$ cat config.mk
export PLATFORM = sky130hd
export DESIGN_NAME = vedic_mult
export DESIGN_NICKNAME = d
export VERILOG_FILES = /design/src/rtl/vm_pkg.sv /design/src/rtl/vm_cell2.sv /design/src/rtl/vm_csa.sv /design/src/rtl/vm_node.sv /design/src/rtl/vedic_mult.sv
export SDC_FILE = /design/constraint.sdc
export NUM_CORES = 1
export LEC_CHECK = 0
export BUFFER_PORTS_ARGS = -buffer_cell sky130_fd_sc_hd__buf_2
export CORE_UTILIZATION = 50
export DETAILED_ROUTE_END_ITERATION = 10
export GPL_ROUTABILITY_DRIVEN = 0
export GPL_TIMING_DRIVEN = 0
export PLACE_DENSITY = 0.82
export SYNTH_ARGS = -nofsm -noshare
export SYNTH_HDL_FRONTEND = slang
export SYNTH_HIERARCHICAL = 1
export SYNTH_SLANG_ARGS = --single-unit
$ cat constraint.sdc
create_clock -name vclk -period 5
set_input_delay 0.25 -clock vclk [all_inputs]
set_output_delay 0.25 -clock vclk [all_outputs]
set_load 0.03 [all_outputs]
$ cat src/rtl/vm_pkg.sv
package vm_pkg;
  // Width of the leaf multiplier cell
  localparam int unsigned LEAF_W = 2;

  // True when w is a power of two at least as large as the leaf
  function automatic bit width_ok(input int unsigned w);
    return (w >= LEAF_W) && ((w & (w - 1)) == 0);
  endfunction
endpackage

$ cat src/rtl/vm_cell2.sv
module vm_cell2 (
  input  logic [1:0] x,
  input  logic [1:0] y,
  output logic [3:0] z
);
  logic v0, v1, k0, k1, hi, cx;

  always_comb begin
    v0   = x[0] & y[0];
    v1   = x[1] & y[1];
    k0   = x[1] & y[0];
    k1   = x[0] & y[1];
    cx   = k0 & k1;
    hi   = v1 ^ cx;
    z[0] = v0;
    z[1] = k0 ^ k1;
    z[2] = hi;
    z[3] = v1 & cx;
  end
endmodule

$ cat src/rtl/vm_csa.sv
module vm_csa #(
  parameter int unsigned W = 16
) (
  input  logic [W-1:0] in0,
  input  logic [W-1:0] in1,
  input  logic [W-1:0] in2,
  output logic [W-1:0] sum_o,
  output logic [W-1:0] cry_o
);
  logic [W-1:0] maj;

  always_comb begin
    sum_o = in0 ^ in1 ^ in2;
    maj   = (in0 & in1) | (in0 & in2) | (in1 & in2);
    // carry weight is one bit up; the top majority bit cannot be set
    // for a sum that fits the frame, so the shift is exact
    cry_o = {maj[W-2:0], 1'b0};
  end
endmodule

$ cat src/rtl/vm_node.sv
module vm_node #(
  parameter int unsigned N = 8
) (
  input  logic [N-1:0]   x,
  input  logic [N-1:0]   y,
  output logic [2*N-1:0] z
);
  generate
    if (N == vm_pkg::LEAF_W) begin : g_leaf
      vm_cell2 u_cell (.x(x), .y(y), .z(z));
    end else begin : g_split
      localparam int unsigned H = N / 2;
      localparam int unsigned W = 2 * N;

      logic [N-1:0] t_ll, t_hl, t_lh, t_hh;
      logic [W-1:0] f0, f1, f2, f3;
      logic [W-1:0] s_a, c_a, s_b, c_b;

      vm_node #(.N(H)) u_ll (.x(x[H-1:0]), .y(y[H-1:0]), .z(t_ll));
      vm_node #(.N(H)) u_hl (.x(x[N-1:H]), .y(y[H-1:0]), .z(t_hl));
      vm_node #(.N(H)) u_lh (.x(x[H-1:0]), .y(y[N-1:H]), .z(t_lh));
      vm_node #(.N(H)) u_hh (.x(x[N-1:H]), .y(y[N-1:H]), .z(t_hh));

      // align the quadrant terms in the 2N-bit frame with zero padding
      assign f0 = {{N{1'b0}}, t_ll};
      assign f1 = {{H{1'b0}}, t_hl, {H{1'b0}}};
      assign f2 = {{H{1'b0}}, t_lh, {H{1'b0}}};
      assign f3 = {t_hh, {N{1'b0}}};

      vm_csa #(.W(W)) u_row0 (.in0(f0),  .in1(f1),  .in2(f2),
                              .sum_o(s_a), .cry_o(c_a));
      vm_csa #(.W(W)) u_row1 (.in0(s_a), .in1(c_a), .in2(f3),
                              .sum_o(s_b), .cry_o(c_b));

      // single carry-propagate merge of the redundant pair
      assign z = s_b + c_b;
    end
  endgenerate
endmodule

$ cat src/rtl/vedic_mult.sv
module vedic_mult #(
  parameter int unsigned N = 8
) (
  input  logic [N-1:0]   op_a,
  input  logic [N-1:0]   op_b,
  output logic [2*N-1:0] prod
);
  vm_node #(.N(N)) u_root (.x(op_a), .y(op_b), .z(prod));
endmodule

# [After elaboration in Yosys (flattened, before gate mapping)]
# Cells that the tools add are included.
[totals] in_bits=16 ff_bits=0
[op_classes] n_addsub=5 bitwise=198
[ops] operator="1-bit AND" n=96
[ops] operator="7-bit OR" n=12
[ops] operator="6-bit by 7-bit AND with 7-bit output" n=8
[ops] operator="4-bit by 6-bit AND with 6-bit output" n=8
[ops] operator="8-bit adder" n=4
[ops] operator="1-bit XOR" n=32
[ops] operator="6-bit by 8-bit XOR with 8-bit output" n=4
[ops] operator="8-bit XOR" n=4
[ops] operator="15-bit OR" n=2
[ops] operator="7-bit AND" n=4
[ops] operator="7-bit by 6-bit OR with 7-bit output" n=4
[ops] operator="6-bit AND" n=4
[ops] operator="8-bit by 12-bit AND with 12-bit output" n=2
[ops] operator="12-bit OR" n=2
[ops] operator="4-bit by 6-bit XOR with 6-bit output" n=4
[ops] operator="6-bit XOR" n=4
[ops] operator="16-bit adder" n=1
[ops] operator="16-bit XOR" n=1
[ops] operator="13-bit by 15-bit AND with 15-bit output" n=1
[ops] operator="15-bit by 13-bit AND with 15-bit output" n=1
[ops] operator="15-bit AND" n=1
[ops] operator="12-bit by 13-bit XOR with 13-bit output" n=1
[ops] operator="12-bit AND" n=1
[ops] operator="12-bit XOR" n=1
[ops] operator="8-bit by 12-bit XOR with 12-bit output" n=1

# [Depth between registers and ports, before layout]
# Gate-level depths: netlist of the first run.
[depth] word_depth=17 mapped_depth=20

# [Modules after synthesis]
# The synthesis of the first run kept the hierarchy.
[modules_own_cells] module="vm_csa (u_root.g_split.u_hh.g_split.u_row0 ...)" instances=8 area_per_inst_um2=175.2 cells_per_inst=10
[modules_own_cells] module="vm_node (u_root.g_split.u_hh ...)" instances=4 area_per_inst_um2=314.1 cells_per_inst=42
[modules_own_cells] module="vm_cell2" instances=16 area_per_inst_um2=65.1 cells_per_inst=8
[modules_own_cells] module="vm_node (u_root)" instances=1 area_per_inst_um2=809.5 cells_per_inst=105
[modules_own_cells] module="vm_csa (u_root.g_split.u_row0 ...)" instances=2 area_per_inst_um2=335.3 cells_per_inst=18

# [Worst setup path before layout of the first run]
# OpenSTA, ideal clock, no wires.
[synth_path] path_type="input-to-output" start="in op_b[0]" end="out prod[15]" path_buffers=2 path_slack_ps=-540 path_stages=19 t_arrival_ps=5290 cell_sequence="and2_1 ha_1 ha_1 buf_4 fa_1 fa_1 ha_1 inv_1 or4_1 nand3_1 fa_1 fa_1 ha_1 buf_2 a221o_1 a31oi_1 o21a_1 o21ai_1 xnor2_1"
[synth_between] word_cells_on_any_way=69 cone_classes="3 x add/sub; 66 x bitwise"
[synth_lines] item="start: declaration" line="vedic_mult.sv:5" source="input logic [N-1:0] op_b,"
[synth_lines] item="1-bit AND (*)" line="vm_cell2.sv:11" source="k0 = x[1] & y[0];"
[synth_lines] item="1-bit AND (*)" line="vm_cell2.sv:13" source="cx = k0 & k1;"
[synth_lines] item="1-bit XOR (*)" line="vm_cell2.sv:14" source="hi = v1 ^ cx;"
[synth_lines] item="via u_root.g_split.u_hl.g_split.u_hl.g_leaf.u_cell.hi" line="vm_cell2.sv:6" source="logic v0, v1, k0, k1, hi, cx;"
[synth_lines] item="4-bit by 6-bit AND with 6-bit output" line="vm_csa.sv:14" source="maj = (in0 & in1) | (in0 & in2) | (in1 & in2);"
[synth_lines] item="7-bit OR" line="vm_csa.sv:14"
[synth_lines] item="7-bit by 6-bit OR with 7-bit output (*)" line="vm_csa.sv:14"
[synth_lines] item="via u_root.g_split.u_hl.g_split.c_a[5]" line="vm_node.sv:17" source="logic [W-1:0] s_a, c_a, s_b, c_b;"
[synth_lines] item="(+3 left out)"
[synth_lines] item="via u_root.g_split.u_hl.g_split.c_b[6]" line="vm_node.sv:17"
[synth_lines] item="(+1 left out)"
[synth_lines] item="via u_root.g_split.t_hl[6]" line="vm_node.sv:15" source="logic [N-1:0] t_ll, t_hl, t_lh, t_hh;"
[synth_lines] item="8-bit by 12-bit XOR with 12-bit output (*)" line="vm_csa.sv:13" source="sum_o = in0 ^ in1 ^ in2;"
[synth_lines] item="12-bit XOR (*)" line="vm_csa.sv:13"
[synth_lines] item="via u_root.g_split.s_a[10]" line="vm_node.sv:17"
[synth_lines] item="12-bit by 13-bit XOR with 13-bit output (*)" line="vm_csa.sv:13"
[synth_lines] item="16-bit XOR (*)" line="vm_csa.sv:13"
[synth_lines] item="via u_root.g_split.s_b[10]" line="vm_node.sv:17"
[synth_lines] item="16-bit adder (*)" line="vm_node.sv:36" source="assign z = s_b + c_b;"
[synth_lines] item="end: declaration" line="vedic_mult.sv:6" source="output logic [2*N-1:0] prod"
# Mark *: on every way through the listed nets, which the timed path passes. The rest lies on a longest branch.

# [Worst setup path in the final report of the first run]
[layout_path] start="in op_a[6]" end="out prod[13]"
[layout_between] word_cells_on_any_way=63 cone_classes="3 x add/sub; 60 x bitwise"
[layout_lines] item="start: declaration" line="vedic_mult.sv:4" source="input logic [N-1:0] op_a,"
[layout_lines] item="1-bit AND (*)" line="vm_cell2.sv:12" source="k1 = x[0] & y[1];"
[layout_lines] item="1-bit AND (*)" line="vm_cell2.sv:13"
[layout_lines] item="1-bit AND (*)" line="vm_cell2.sv:18" source="z[3] = v1 & cx;"
[layout_lines] item="via u_root.g_split.u_hl.g_split.t_hl[3]" line="vm_node.sv:15"
[layout_lines] item="4-bit by 6-bit AND with 6-bit output" line="vm_csa.sv:14"
[layout_lines] item="7-bit OR" line="vm_csa.sv:14"
[layout_lines] item="7-bit by 6-bit OR with 7-bit output (*)" line="vm_csa.sv:14"
[layout_lines] item="via u_root.g_split.u_hl.g_split.c_a[6]" line="vm_node.sv:17"
[layout_lines] item="(+2 left out)"
[layout_lines] item="via u_root.g_split.u_hl.g_split.s_b[6]" line="vm_node.sv:17"
[layout_lines] item="(+1 left out)"
[layout_lines] item="via u_root.g_split.t_hl[6]" line="vm_node.sv:15"
[layout_lines] item="8-bit by 12-bit XOR with 12-bit output (*)" line="vm_csa.sv:13"
[layout_lines] item="12-bit XOR (*)" line="vm_csa.sv:13"
[layout_lines] item="via u_root.g_split.s_a[10]" line="vm_node.sv:17"
[layout_lines] item="12-bit by 13-bit XOR with 13-bit output (*)" line="vm_csa.sv:13"
[layout_lines] item="16-bit XOR (*)" line="vm_csa.sv:13"
[layout_lines] item="via u_root.g_split.s_b[10]" line="vm_node.sv:17"
[layout_lines] item="16-bit adder (*)" line="vm_node.sv:36"
# Marked as above.

==> results of run 1 <==
## through the flow
step           cell area [µm²]  setup WS, ns  setup TNS (ns)  hold slack (ns)
3_5_place_dp              6052       -0.7111          -4.405            2.079
5_1_grt                   6958       -0.4428          -2.074            2.055
4_1_cts                   6625       -0.3712          -1.567            1.972
2_1_floorplan             5725      -0.08633         -0.1229            1.617
3_3_place_gp              6052       -0.6684          -3.818            2.024
6_report                  6958       -0.2822          -1.114            1.947
## final cells by class
class / count / share of cell area, %
multi-input cells: 540 / 84.59
plain buffers: 39 / 4.424
well taps: 133 / 2.392
repair buffers: 54 / 7.445
inverters: 20 / 1.151
## path summary, 6_finish.rpt
kind / startpoint / depth (start not counted) / to
worst max-delay path: op_a[6] / 21 / prod[13]
worst min-delay path: op_b[7] / 10 / prod[15]
## what timing repair did
action                                 4_1_cts  5_1_grt
resized for setup                          125       55
setup endpoints to repair                    9        9
endpoints found under the hold margin        0        0
setup buffers                                9       13
pin swaps                                   55       66
## per-layer routing
| layer | share of wire [%] | GRT usage (%) |
|---|---|---|
| met1 | 41 | 26.32 |
| met4 | 1.6 | 2.347 |
| met3 | 2.4 | 0.3147 |
| met5 | 0 | 0 |
| met2 | 55 | 41.04 |
## cells by family (layout without fill, tap and decap cells)
kind of cell	Yosys count	after routing	share of synthesized area, %
multiplexers	2	2	0.3866
buffers and inverters	68	113	8.118
XOR/XNOR	39	39	9.495
AO/OA/AOI/OAI	102	102	12.95
other	15	106	1.087
adder cells (fa/ha/maj)	166	166	53.30
AND/OR/NAND/NOR	125	125	14.67
## cell usage in the layout, fill, tap and decap left out, drive strengths merged, types with 2 or more instances in the layout
master / synthesis / final
conb: 15 / 106
buf: 48 / 93
fa: 91 / 91
ha: 75 / 75
and2: 64 / 64
a21oi: 34 / 34
inv: 20 / 20
xnor2: 19 / 19
o21ai: 19 / 19
nor2: 15 / 15
nand2: 13 / 13
xor3: 10 / 10
nand3: 10 / 10
xor2: 10 / 10
a21o: 9 / 9
a211oi: 9 / 9
nor3: 8 / 8
o211ai: 7 / 7
o21a: 5 / 5
o21bai: 5 / 5
nor2b: 4 / 4
o31a: 4 / 4
a41oi: 4 / 4
or4: 4 / 4
a31oi: 2 / 2
nand4: 2 / 2
mux2i: 2 / 2
==> impl_metrics.toml, run 1 <==
[grt]
number_of_antenna_violations_at_the_first_check_in_global_routing = 0
first_global_vias = 4283
grt_overflow = 0
grt_max_degree = 11
global_route_wire_length_before_repair_mm = 18.91
aggregate_global_route_resource_usage_pct = 20.90

[critical_path]
kind_of_start_point_of_the_critical_path = "input pin"
crit_arrival_ns = 5.03
cp_cell_sequence = "buf_12 -> and2_4 -> ha_4 -> ha_4 -> fa_2 -> fa_1 -> ha_4 -> buf_6 -> inv_4 -> or4_4 -> nand3_4 -> fa_1 -> fa_1 -> ha_4 -> buf_4 -> a21oi_4 -> o21ai_2 -> buf_4 -> nor4b_4 -> nor3_4 -> buf_6"
crit_type = "in2out"
cpLargestDelayFamily = "adder cells"
critPathCaptureType = "primary output"
worst_ep_required_time_ns = 4.75
timing.critical_path.mode_cell = "ha_4"
critPathMaxFanout = 5
critical_path.n_buffers_inverters = 6
crit_path_max_incr_delay_ns = 0.57
critPathSlowestCell = "fa_1"

[synth]
synth_cell_type_count = 43
yosys.area.top_type = "fa_1"
synth.top_cells.by_area = "fa_1, ha_1, and2_1"
most_used_standard_cells_in_the_synthesized_netlist = "fa_1, ha_1, and2_1"
synth.most_common_cell = "fa_1"
yosysWarningCount = 6
synthDominantCellAreaShare_pct = 35.18
seq_area_frac_synth_pct = 0
average_cell_area_after_synthesis_um2 = 10.02
syn_inst = 517
syn-cell-area_um2 = 5179

[floorplan]
rows = 36
ios = 32
die_width_um = 103.8
die-area_um2 = 10770
die_y_um = 103.8
core_area_um2 = 9910
floorplan.initialDensity_pct = 52.26

[detailed_routing]
vias_per_cell = 5.113
route.detailed.drc = 0
drt_pass1_iterations = 4
num_vias = 4019
drt-initial-drc-count = 124
number_of_antenna_violating_nets_in_the_routed_design = 0
avgRoutedWirePerCell_um = 14.76
drt_total_wl_mm = 11.60

[finish]
post_route_cells_drive_above_1_share_pct = 33.23
n_sequential_cell = 0
finish.utilization_pct = 70.21
final.clkbuf_count = 0
flow.area_growth_from_synthesis_pct = 34.36
antenna_cells = 0
n_fill_cell = 698
post_layout_nonfiller_instances = 786
multiInputGateArea_um2 = 5886
fin_nets = 837
regArea_um2 = 0

[sta]
max_clock_freq_ghz = 0.1893
setup_viol_count_final = 6
finalCriticalPeriod_ns = 5.282
final.period_utilization_pct = 105.6
finalHoldViolations = 0
rsz0062_at_grt = "true"
smallest_setup_slack_after_layout_ns = -0.2822
timing.final.max_slew_violations = 0

[clock_network]
cts_hold_buf = 0

[placement]
port_buffers = 32
placedCellCount = 773
dp.final_hpwl_mm = 8.550

[min_path]
hold_class = "in2out"

[run_status]
result_of_the_run = "finished with violations"
violations = "negative setup slack"

[run]
maxCapViolCount = 0
Power of run 1 is left out: the tool's default activity adds up to more than one toggle a clock period on the data nets, which glitch-free logic cannot reach.
==> run 2: changes to the inputs <==
ABC_AREA = 1   (was default)
==> run 2 against run 1 <==
Net effect: the flow now finishes without violations; via count increased by 18%; hold slack got worse by 0.063 ns; cell count increased by 38%; critical endpoint is now prod[14]; worst setup slack improved by 0.33 ns.
==> impl_metrics.toml, run 2 <==
[synth]
yosys.area_share.xor_xnor_pct = 4.969
synth.most_common_cell = "nand2_1"
syn_inst = 808
synth.top_cells.by_area = "fa_1, nand2_1, ha_1"
synthAdderAreaFrac_pct = 48.08
yosysWarningCount = 6
syn-cell-area_um2 = 5741
synth_cell_type_count = 24
synthDominantCellAreaShare_pct = 31.73
yosys.area.top_type = "fa_1"
synth_compound_area_share_pct = 2.332
seq_area_frac_synth_pct = 0
average_cell_area_after_synthesis_um2 = 7.105
synth-simple-area-share_pct = 26.11
main_combinational_cell_family_by_area_after_synthesis = "adder cells"
most_used_standard_cells_in_the_synthesized_netlist = "nand2_1, inv_1, fa_1"
synth.mux.area_fraction_pct = 0

[detailed_routing]
route.detailed.drc = 0
drt-initial-drc-count = 183
num_vias = 4760
avgRoutedWirePerCell_um = 10.46
vias_per_cell = 4.379
number_of_antenna_violating_nets_in_the_routed_design = 0
drt_total_wl_mm = 11.37
drt_pass1_iterations = 4

[critical_path]
kind_of_start_point_of_the_critical_path = "input pin"
crit_path_max_incr_delay_ns = 0.61
worst_ep_required_time_ns = 4.75
critPathMaxFanout = 8
crit_type = "in2out"
timing.critical_path.mode_cell = "nand2_1"
critPathSlowestCell = "fa_2"
crit_arrival_ns = 4.71
critPathCaptureType = "primary output"

[finish]
post_route_cells_drive_above_1_share_pct = 22.18
multiInputGateArea_um2 = 5733
finish.utilization_pct = 65.91
regArea_um2 = 0
n_sequential_cell = 0
fin_nets = 1131
flow.area_growth_from_synthesis_pct = 26.66
final.clkbuf_count = 0
post_layout_nonfiller_instances = 1087
most-common-layout-cells = "nand2_1, inv_1, conb_1"
antenna_cells = 0
layout_commonest_cell = "nand2_1"
n_fill_cell = 902

[grt]
first_global_vias = 4530
grt_overflow = 0
aggregate_global_route_resource_usage_pct = 19.08
global_route_wire_length_before_repair_mm = 18.44
number_of_antenna_violations_at_the_first_check_in_global_routing = 0
grt_max_degree = 9

[clock_network]
cts_hold_buf = 0

[sta]
setup_viol_count_final = 0
max_clock_freq_ghz = 0.2018
timing.final.max_slew_violations = 0
final.period_utilization_pct = 99.13
finalHoldViolations = 0
finalCriticalPeriod_ns = 4.956

[floorplan]
ios = 32
die_width_um = 109.2
rows = 38
die_y_um = 109.2
floorplan.initialDensity_pct = 52.04
core_area_um2 = 11030
die-area_um2 = 11910

[min_path]
hold_class = "in2out"

[run_status]
result_of_the_run = "complete, no violations"

[placement]
dp.final_hpwl_mm = 8.824
placedCellCount = 1086
port_buffers = 32

[run]
maxCapViolCount = 0
==> run 2: changes by cell type after synthesis, moves of 7 or more <==
| cell | before | now |
|---|---|---|
| a21o_1 | 9 | 0 |
| and2_1 | 64 | 0 |
| xor3_1 | 10 | 0 |
| a21oi_1 | 33 | 12 |
| nand2_2 | 0 | 11 |
| nor2_1 | 15 | 22 |
| nand2_1 | 13 | 270 |
| o21ai_0 | 14 | 0 |
| nand3_1 | 10 | 39 |
| inv_1 | 20 | 176 |
| a211oi_1 | 8 | 0 |
==> run 2: final timing paths <==
path / from / endpoint / depth (start not counted)
setup / recovery: op_a[0] / prod[14] / 27
hold / removal: op_b[7] / prod[15] / 15
==> run 2: cells by family (layout without fill, tap and decap cells) <==
logic type	after synthesis	count (layout)
other	15	121
XOR/XNOR	24	24
AO/OA/AOI/OAI	17	17
AND/OR/NAND/NOR	360	360
adder cells (fa/ha/maj)	166	166
buffers and inverters	226	259
==> run 2: per-layer routing <==
metal  track usage [%]  routed length, µm  vias to the layer above
met5                 0                  0                        -
met4             2.317                180                        0
met3            0.1793                259                       12
met2             35.94               5761                       75
met1             25.04               5166                     2169
li1                  -                  -                     2504
==> run 2: repair_timing <==
action | 4_1_cts | 5_1_grt
resized for setup | 44 | 155
setup endpoints to repair | 9 | 9
pin swaps | 15 | 72
setup buffers | 2 | 4
==> run 2: critical path, delay by kind of cell <==
kind | cells | cell delay [ns]
adder cells (fa/ha/maj) | 8 | 2.81
buffers and inverters | 5 | 0.51
AND/OR/NAND/NOR | 12 | 0.82
AO/OA/AOI/OAI | 2 | 0.29
==> run 2: area by class of cell <==
cell class                      count  share of cell area, %
Buffer                             37                  3.820
Inverter                          184                  9.534
Multi-Input combinational cell    688                  78.85
Tap cell                          140                  2.409
Timing Repair Buffer               38                  5.386
==> run 2: per-stage QoR <==
stage	cell area (µm²)	hold slack (ns)	setup TNS (ns)	setup WS [ns]
global route	7271	2.043	-0.1627	-0.05452
CTS	6726	1.983	-0.01300	-0.01300
global placement	6474	1.994	-2.530	-0.3919
floorplan	6138	1.632	0	0.03280
detailed placement	6474	2.003	-2.915	-0.4305
finish	7271	1.884	0	0.04360
Power of run 2 is left out for the same reason.
==> run 3: changes to the inputs <==
ABC_AREA = default   (was 1)
PLACE_DENSITY = 0.7   (was 0.82)
==> run 3 against run 2 <==
Net effect: highest routed layer unchanged; the flow now finishes with violations (negative setup slack); core utilization up 3.3 points; first-iteration DRC count down 55%; fmax down 6.7%; sequential cell count unchanged.
==> impl_metrics.toml, run 3 (synthesized netlist as in run 1, its figures left out) <==
[grt]
global_route_wire_length_before_repair_mm = 18.22
grt_max_degree = 11
number_of_antenna_violations_at_the_first_check_in_global_routing = 0
first_global_vias = 4099
aggregate_global_route_resource_usage_pct = 20.38
grt_overflow = 0

[detailed_routing]
route.detailed.drc = 0
drt-initial-drc-count = 82
drt_pass1_iterations = 4
number_of_antenna_violating_nets_in_the_routed_design = 0
vias_per_cell = 4.913
num_vias = 3862
drt_total_wl_mm = 10.53
avgRoutedWirePerCell_um = 13.39

[run]
maxCapViolCount = 0

[sta]
timing.final.max_slew_violations = 0
max_clock_freq_ghz = 0.1883
rsz0062_at_grt = "true"
totalNegativeSetupSlack_ns = -1.561
finalHoldViolations = 0
setup_viol_count_final = 6
fin_worst_hold_slack_ns = 1.953
finalCriticalPeriod_ns = 5.311
final.period_utilization_pct = 106.2
smallest_setup_slack_after_layout_ns = -0.3111

[critical_path]
cp_cell_sequence = "buf_12 -> and2_4 -> ha_4 -> ha_4 -> fa_2 -> fa_2 -> ha_4 -> or4_4 -> nand3_4 -> fa_1 -> fa_1 -> ha_4 -> a221o_1 -> a31oi_1 -> o21a_1 -> o21ai_4 -> xnor2_4 -> buf_6"
critPathSlowestCell = "fa_2"
critPathLaunch = "op_a[6]"
worst_ep_required_time_ns = 4.75
worstSetupPathDepth = 18
crit_path_max_incr_delay_ns = 0.58
cpLargestDelayFamily = "adder cells"
kind_of_start_point_of_the_critical_path = "input pin"
crit_arrival_ns = 5.06
critPathCaptureType = "primary output"
timing.critical_path.mode_cell = "ha_4"
critPathMaxFanout = 5
critical_path.n_buffers_inverters = 2
crit_type = "in2out"

[finish]
antenna_cells = 0
fin_nets = 837
layout_commonest_cell = "conb_1"
finish.utilization_pct = 69.17
regArea_um2 = 0
flow.area_growth_from_synthesis_pct = 32.35
n_fill_cell = 757
postLayoutCellArea_um2 = 6854
final.clkbuf_count = 0
post_route_cells_drive_above_1_share_pct = 32.47
n_sequential_cell = 0
most-common-layout-cells = "conb_1, fa_1, buf_4"

[min_path]
worstHoldEndpoint = "prod[8]"
hold_depth = 10
hp-start = "op_a[4]"
hold_class = "in2out"

[run_status]
result_of_the_run = "finished with violations"
violations = "negative setup slack"

[placement]
dpl-instance-area_um2 = 6052
port_buffers = 32
dp.final_hpwl_mm = 8.235

[floorplan]
core_area_um2 = 9910
die_y_um = 103.8
die-area_um2 = 10770
die_width_um = 103.8
floorplan.initialDensity_pct = 52.26
rows = 36
ios = 32
[run 3: worst max-delay path by stage]
stage                          end  slack, ns
after floorplan           prod[15]      -0.09
after global placement    prod[15]      -0.71
after detailed placement  prod[15]      -0.78
after CTS                 prod[15]      -0.41
after global routing      prod[15]      -0.47
final                     prod[15]      -0.31
[run 3: layout make-up]
| cell class | count | area, µm² | area share (%) |
|---|---|---|---|
| tap | 133 | 166.4 | 2.428 |
| buffer | 39 | 294.0 | 4.290 |
| inverter | 20 | 77.57 | 1.132 |
| multi-input combinational | 540 | 5809 | 84.76 |
| timing repair buffer | 54 | 506.7 | 7.393 |
[run 3: metal layers]
metal	GRT usage [%]	wire length, µm	up-vias
li1	-	-	1908
met3	0.6923	193	10
met5	0	0	-
met2	38.83	5524	53
met4	2.041	99	0
met1	26.51	4707	1891
[run 3: what timing repair did]
action                                  4_1_cts  5_1_grt
endpoints found under the setup margin        9        9
buffers inserted                             12       10
pin swaps                                    48       35
gates resized for setup                     109       51
hold buffers                                  0        0
[run 3: metrics by stage]
step,std cells,setup slack (ns)
5_1_grt,786,-0.4664
6_report,786,-0.3111
4_1_cts,781,-0.4102
3_5_place_dp,773,-0.7790
2_1_floorplan,608,-0.08633
3_3_place_gp,773,-0.7105
Power of run 3 is left out for the same reason.
